==> config.mk <==
export PLATFORM = sky130hd
export DESIGN_NAME = fwb_mult
export DESIGN_NICKNAME = d
export VERILOG_FILES = /design/src/rtl/fwb_pkg.sv /design/src/rtl/fwb_booth_enc.sv /design/src/rtl/fwb_row_sum.sv /design/src/rtl/fwb_mult.sv
export SDC_FILE = /design/constraint.sdc
export NUM_CORES = 1
export LEC_CHECK = 0
export BUFFER_PORTS_ARGS = -buffer_cell sky130_fd_sc_hd__buf_2
export CAP_MARGIN = 20
export CELL_PAD_IN_SITES_DETAIL_PLACEMENT = 1
export CELL_PAD_IN_SITES_GLOBAL_PLACEMENT = 2
export CORE_ASPECT_RATIO = 0.7
export CORE_UTILIZATION = 39
export CTS_BUF_LIST = sky130_fd_sc_hd__clkbuf_8 sky130_fd_sc_hd__clkbuf_16
export CTS_CLUSTER_SIZE = 40
export DETAILED_ROUTE_END_ITERATION = 10
export PLACE_DENSITY = 0.95
export SLEW_MARGIN = 20
export SYNTH_ARGS = -nofsm -noshare
export SYNTH_HDL_FRONTEND = slang
export SYNTH_HIERARCHICAL = 1
export SYNTH_SLANG_ARGS = --single-unit
==> constraint.sdc <==
create_clock -name clk -period 2.9 [get_ports clk]
set_clock_uncertainty 0.1 [all_clocks]
set_input_delay 0 -clock clk [delete_from_list [all_inputs] [get_ports clk]]
set_output_delay 0 -clock clk [all_outputs]
set_load 0.01 [all_outputs]
==> src/rtl/fwb_pkg.sv <==
package fwb_pkg;

  // One radix-4 Booth digit: nonzero flag, negative sign, magnitude two
  typedef struct packed {
    logic nz;
    logic neg;
    logic dbl;
  } bdig_t;

  // Recode a 3-bit overlapping group {b[2j+1], b[2j], b[2j-1]}
  function automatic bdig_t recode(input logic [2:0] g);
    bdig_t d;
    d.nz  = !(g == 3'b000 || g == 3'b111);
    d.neg = g[2] & ~(g[1] & g[0]);
    d.dbl = (g == 3'b011) || (g == 3'b100);
    return d;
  endfunction

endpackage

==> src/rtl/fwb_booth_enc.sv <==
module fwb_booth_enc
  import fwb_pkg::*;
#(
  parameter int L = 8
) (
  input  logic [L-1:0]            mult,
  output bdig_t [L/2-1:0]         dig
);
  localparam int NR = L / 2;

  // Multiplier with an implicit zero below bit 0
  logic [L:0] ext;
  assign ext = {mult, 1'b0};

  for (genvar j = 0; j < NR; j++) begin : g_grp
    assign dig[j] = recode(ext[2*j+2 : 2*j]);
  end

endmodule

==> src/rtl/fwb_row_sum.sv <==
module fwb_row_sum
  import fwb_pkg::*;
#(
  parameter int L = 8,
  parameter int W = 2
) (
  input  logic [L-1:0]    mcand,
  input  bdig_t [L/2-1:0] dig,
  output logic [L-1:0]    prod
);
  localparam int NR = L / 2;
  localparam int PW = 2 * L;
  localparam int LO = L - W;               // lowest column that is summed
  localparam int CW = $clog2(NR + 1);
  localparam logic [PW-1:0] KEEP = {PW{1'b1}} << LO;

  // Truncated, sign-extended rows
  logic [PW-1:0] row [NR];

  for (genvar j = 0; j < NR; j++) begin : g_row
    localparam int SH = 2 * j;
    logic [L:0]    mag;
    logic [L:0]    pick;
    logic [PW-1:0] wide;
    logic [PW-1:0] fix;

    assign mag  = dig[j].dbl ? {mcand, 1'b0} : {mcand[L-1], mcand};
    assign pick = !dig[j].nz ? '0 : (dig[j].neg ? ~mag : mag);
    assign wide = {{(PW-L-1){pick[L]}}, pick};

    // The +1 of a negated row survives only if it lands in a summed column
    if (SH >= LO) begin : g_fix_kept
      assign fix = dig[j].neg ? (PW'(1) << SH) : '0;
    end else begin : g_fix_dropped
      assign fix = '0;
    end

    assign row[j] = ((wide << SH) & KEEP) + fix;
  end

  // Population count of nonzero digits drives the carry estimate
  logic [CW-1:0] nzc;
  always_comb begin
    nzc = '0;
    for (int j = 0; j < NR; j++) nzc = nzc + CW'(dig[j].nz);
  end

  logic [PW-1:0] comp;
  assign comp = PW'(nzc) << (LO - 1);

  logic [PW-1:0] total;
  always_comb begin
    total = comp;
    for (int j = 0; j < NR; j++) total = total + row[j];
  end

  assign prod = total[PW-1:L];

endmodule

==> src/rtl/fwb_mult.sv <==
module fwb_mult
  import fwb_pkg::*;
#(
  parameter int L = 8,
  parameter int W = 2
) (
  input  logic         clk,
  input  logic         rst_n,
  input  logic         in_valid,
  output logic         in_ready,
  input  logic [L-1:0] in_a,
  input  logic [L-1:0] in_b,
  output logic         out_valid,
  input  logic         out_ready,
  output logic [L-1:0] out_prod
);
  localparam int NR = L / 2;

  bdig_t [NR-1:0] dig;
  logic  [L-1:0]  res;

  fwb_booth_enc #(.L(L)) u_enc (
    .mult (in_b),
    .dig  (dig)
  );

  fwb_row_sum #(.L(L), .W(W)) u_sum (
    .mcand (in_a),
    .dig   (dig),
    .prod  (res)
  );

  // Single output register, accepts when empty or being drained
  assign in_ready = !out_valid || out_ready;

  always_ff @(posedge clk or negedge rst_n) begin
    if (!rst_n) begin
      out_valid <= 1'b0;
      out_prod  <= '0;
    end else if (in_ready) begin
      out_valid <= in_valid;
      if (in_valid) out_prod <= res;
    end
  end


  accept_chk: assert property (@(posedge clk) disable iff (!rst_n)
    in_valid && in_ready |=> out_valid);


  hold_chk: assert property (@(posedge clk) disable iff (!rst_n)
    out_valid && !out_ready |=> out_valid && $stable(out_prod));


  drain_chk: assert property (@(posedge clk) disable iff (!rst_n)
    out_valid && out_ready && !in_valid |=> !out_valid);


  zero_mult_chk: assert property (@(posedge clk) disable iff (!rst_n)
    in_valid && in_ready && (in_b == '0) |=> out_prod == '0);

endmodule

### Yosys cells after proc, flatten, opt, wreduce, memory -nomap -nowiden

Index checks and enable logic that the tools add are counted.

| storage, ports and cells | value |
|---|---|
| register bits | 9 |
| bits in latches | 0 |
| bits in writable memories | 0 |
| ROM bits | 0 |
| bits of input ports | 20 |
| memories kept | 0 |

| operators by class | value |
|---|---|
| add/sub/neg operators | 8 |
| $mul | 0 |
| divide/modulo/power cells | 0 |
| $lt $le $gt $ge | 0 |
| eq/ne operators | 10 |
| shift-type cells | 0 |
| mux-type cells | 13 |
| bitwise gates (word level) | 13 |
| reduce and logical (&&, ||, !) cells | 17 |

Operator list:

| kind | count |
|---|---|
| 9-bit 2-to-1 mux | 8 |
| 9-bit inverter | 4 |
| 16-bit adder | 2 |
| 8-bit 2-to-1 mux | 4 |
| 3-bit == test, second input constant | 6 |
| 12-bit by 13-bit adder with 14-bit output | 1 |
| 10-bit by 11-bit adder with 12-bit output | 1 |
| 3-bit zero test | 4 |
| 9-bit by 9-bit adder with 10-bit output | 1 |
| 3-bit by 2-bit == test with 1-bit output, second input constant | 3 |
| 1-bit logical OR | 7 |
| 7-bit 2-to-1 mux | 1 |
| 1-bit bitwise AND | 6 |
| 1-bit zero test | 5 |
| 2-bit by 1-bit adder with 3-bit output | 1 |
| 3-bit by 1-bit adder with 3-bit output | 1 |
| 1-bit inverter | 3 |
| 1-bit by 1-bit adder with 2-bit output | 1 |
| 2-bit == test, second input constant | 1 |
| 2-bit AND reduction | 1 |

### Logic depth before layout (Yosys ltp)

| logic depth | value |
|---|---|
| depth in word-level cells | 10 |
| mapped depth | 20 |
| mapped depth without buffers | 20 |

### Modules after synthesis

Netlist, hierarchy kept.

Modules (own cells, without submodules):

| module | times used | cells each | area each (um^2) | sequential area each (um^2) |
|---|---|---|---|---|
| fwb_row_sum | 1 | 168 | 1506.4 | 0.0 |
| fwb_mult | 1 | 20 | 385.4 | 225.2 |
| fwb_booth_enc | 1 | 24 | 137.6 | 0.0 |

### Worst setup path before layout

OpenSTA, ideal clock, no wires.

| timing path | value |
|---|---|
| path kind | input-to-reg |
| start point | input port in_b[7] |
| end point | register out_prod[7] |
| library setup time | 125 ps |
| arrival | 5102 ps |
| data required time | 2675 ps |
| path slack | -2427 ps |
| cell stages on the path | 17 |
| buffers on the path | 0 |
| cell sequence | and3_2 nor2_1 fa_1 and2_1 ha_1 ha_1 a211oi_1 fa_1 fa_1 ha_1 ha_1 nor2b_1 o21ai_0 a21oi_1 o41ai_1 xnor2_1 mux2_4 |

RTL lines:

| what | line | source |
|---|---|---|
| start, declared | fwb_mult.sv:12 | `input logic [L-1:0] in_b,` |
| end signal, assigned | fwb_mult.sv:42 | `if (in_valid) out_prod <= res;` |
| end, declared | fwb_mult.sv:15 | `output logic [L-1:0] out_prod` |

==> results.cfg <==
[outcome]
outcome = finished, violations left
violations = negative setup slack

[grt]
grt_overflow_total = 0
grt_max_degree = 10
grt_antenna_before_repair = 0
grt_pass1_wl_mm = 10.7
grt_pass1_vias = 2096
grt_usage_pct = 25.6

[floorplanning]
core_area_mm2 = 0.00489
die-area_mm2 = 0.00550
std_cell_rows = 21
io_pins = 30
start_util_pct = 41.5
fp.dieW_um = 88.2
die_h_um = 62.4

[yosys]
synthFlopType = dfrtp_1
yosysWarnings = 6
synthArstFlopShare_pct = 100
synth_cell_types = 36
ys_seq_area_share_pct = 11.1
netlist_area_mm2 = 0.00203
synth.avg_cell_area_um2 = 9.57
synth_edf_count = 0
ys_seq_elements = 9
syn_inst = 212
syn-num-nets = 269

[placement]
gp_congestion = 0.829
placedCellCount = 345
place_ws_ns = -2.27
dpl.hpwl_mm = 5.24
io_buffers = 29
dpl-instance-area_mm2 = 0.00266

[critical_path]
cp_max_fo = 3
critPathSlowestCell = fa_1
path_cells = buf_8, nor3_4, nor2_4, fa_1, and2_4, ha_4, ha_4, fa_1, fa_1, fa_1, ha_1, nand3_2, or2_4, fa_2, nor2b_2, o21ai_2, a21oi_2, nor2_1, xnor2_1, mux2_4
worstSetupPathType = in2reg
path_buf_inv = 1
r2r_slack_ns = 1.71
crit_path_max_incr_delay_ns = 0.53
crit_family = adder cells
cp_data_arrival_time_ns = 4.74
startpoint_type = input pin
cp-end-kind = flop
crit_top_cell = fa_1
cp.required_ns = 2.92

[power]
leakagePower_nw = 1.34
power_density_mw_per_mm2 = 1160
p_int_mw = 1.90
clockPowerShare_pct = 4.3
p_sw_mw = 1.45
seqPwrFrac_pct = 6.8
ir_worst_vdd_v = 0.000481
swShare_pct = 43.3
p_comb_share_pct = 88.8

[worst_hold_path]
min_path_type = in2reg

[clock_network]
clockBufferDepth = 2
clk_latency_ns = 0.24
path_clk_slew_ns = 0.04
clk_root_buffer_cell = clkbuf_8
cts_buffers = 3
cts_max_level = 1
cts_tree = built
cts_sinks = 9

[route]
finalWirelength_mm = 6.54
wl_per_cell_um = 18.3
drc = 0
num_vias = 1816
ant_nets = 0
drtIter0Drc = 59
via_per_inst = 5.07
drtPass1Iterations = 4

[timing]
finalWorstSetupSlack_ns = -1.82
setup_viol = 8
fmaxAchievable_ghz = 0.212
worst_pin_slew_ns = 0.296
fin_crit_ns = 4.72
drv_slew = 0
hold_violations = 0
max_slew_margin_pct = 80.0
final.period_utilization_pct = 163
setup_tns_ns = -13.20
rsz0062_at_grt = yes

[finish]
syn_to_final_growth_pct = 42.7
post-route-util_pct = 59.3
drive_gt1_share_pct = 43.6
layout.cells.non_filler = 358
multi_input_area_mm2 = 0.00188
diodes = 0
regArea_um2 = 225
fin_area_mm2 = 0.00290
fin_nets = 347
fillCellCount = 572

[flow_run]
max-cap-violations = 0
## routing by layer
| metal | global-route usage, % | wire length, um | vias up |
|---|---|---|---|
| li1 | - | - | 857 |
| met1 | 33.7 | 2830 | 904 |
| met2 | 45.0 | 3410 | 45 |
| met3 | 3.19 | 223 | 10 |
| met4 | 4.03 | 78 | 0 |
| met5 | 0 | 0 | - |
## Yosys cell counts (2+ instances only)
| library cell | count | area [um^2] |
|---|---|---|
| xnor2_1 | 28 | 245 |
| and2_1 | 21 | 131 |
| ha_1 | 19 | 238 |
| mux2i_1 | 19 | 190 |
| fa_1 | 18 | 360 |
| inv_1 | 17 | 63.8 |
| dfrtp_1 | 9 | 225 |
| nand2_1 | 9 | 33.8 |
| mux2_4 | 8 | 120 |
| clkbuf_1 | 7 | 26.3 |
| nor2_1 | 7 | 26.3 |
| a21oi_1 | 5 | 25.0 |
| xor2_1 | 5 | 43.8 |
| nand2b_1 | 4 | 25.0 |
| nor3_1 | 4 | 20.0 |
| and3_2 | 3 | 22.5 |
| nand3_1 | 3 | 15.0 |
| nor2b_1 | 3 | 18.8 |
| o22ai_1 | 3 | 18.8 |
| buf_6 | 2 | 22.5 |
| o21ai_0 | 2 | 10.0 |
| or2_2 | 2 | 12.5 |
## kinds of logic (layout without fill, tap and decap cells)
family | count (synthesis) | after routing | synth area share [%]
multiplexers | 27 | 27 | 15.3
flip-flops | 9 | 9 | 11.1
AO/OA/AOI/OAI | 17 | 17 | 5.49
buffers and inverters | 27 | 104 | 5.92
XOR/XNOR | 33 | 33 | 14.2
AND/OR/NAND/NOR | 62 | 62 | 18.5
adder cells (fa/ha/maj) | 37 | 37 | 29.5
## stage by stage
step | hold WS, ns | total power [mW]
2_1_floorplan | -0.396 | 1.94
3_3_place_gp | -0.243 | 2.63
3_5_place_dp | -0.238 | 2.81
4_1_cts | 0.0280 | 3.17
5_1_grt | 0.0305 | 3.65
6_report | 0.0295 | 3.35
## sequential cells by signal, indices dropped and copies added, names as in the netlist
signal,count
out_valid,1
out_prod,8
## timing repair
item                                   in CTS  in global routing
pin swaps                                   5                  0
setup buffers                               4                  3
setup endpoints to repair                   8                  8
gates resized for setup                    17                  9
endpoints found under the hold margin      10                  0
hold buffers                                2                  0
## cells in the final DEF, fill, tap and decap left out, types with 3 or more instances in the layout
master and instances:
buf_4 52, xnor2_1 26, buf_2 23, and2_1 20, mux2i_1 19, inv_1 17, fa_1 17, ha_1 13
dfrtp_1 9, nand2_1 9, mux2_4 8, ha_4 6, nor2_1 5, xor2_1 5, nand2b_1 4, buf_6 4
clkbuf_8 3, o22ai_1 3, a21oi_1 3
## worst min-delay path, stage by stage
cell	delay [ns]
buf_2	0.09
nand2b_4	0.16
nand2b_1	0.07
## layout make-up
cell class | instances | share of cell area [%]
Multi-Input combinational cell | 176 | 64.8
Timing Repair Buffer | 83 | 20.7
Sequential cell | 9 | 7.78
Tap cell | 69 | 2.98
Inverter | 17 | 2.20
Clock buffer | 3 | 1.43
Clock inverter | 1 | 0.130
## power by group through the flow
| stage | sequential [mW] | combinational [mW] | clock, mW |
|---|---|---|---|
| after global placement | 0.225 | 2.41 | 0 |
| after global routing | 0.235 | 3.26 | 0.157 |
| after floorplan | 0.254 | 1.68 | 0 |
| after detailed placement | 0.230 | 2.58 | 0 |
| final | 0.229 | 2.98 | 0.145 |
| after CTS | 0.230 | 2.79 | 0.149 |
## final timing paths
path / from / to / depth (start not counted)
min: out_ready / out_valid$_DFFE_PN0P_ / 3
min reg2reg: out_prod[0]$_DFFE_PN0P_ / out_prod[0]$_DFFE_PN0P_ / 1
max reg2reg: out_valid$_DFFE_PN0P_ / out_prod[5]$_DFFE_PN0P_ / 3
min in group asynchronous: rst_n / out_prod[7]$_DFFE_PN0P_ / 2
max: in_b[7] / out_prod[5]$_DFFE_PN0P_ / 20
max in group asynchronous: rst_n / out_prod[1]$_DFFE_PN0P_ / 2
Note: power is estimated with default switching activity, not from simulation.
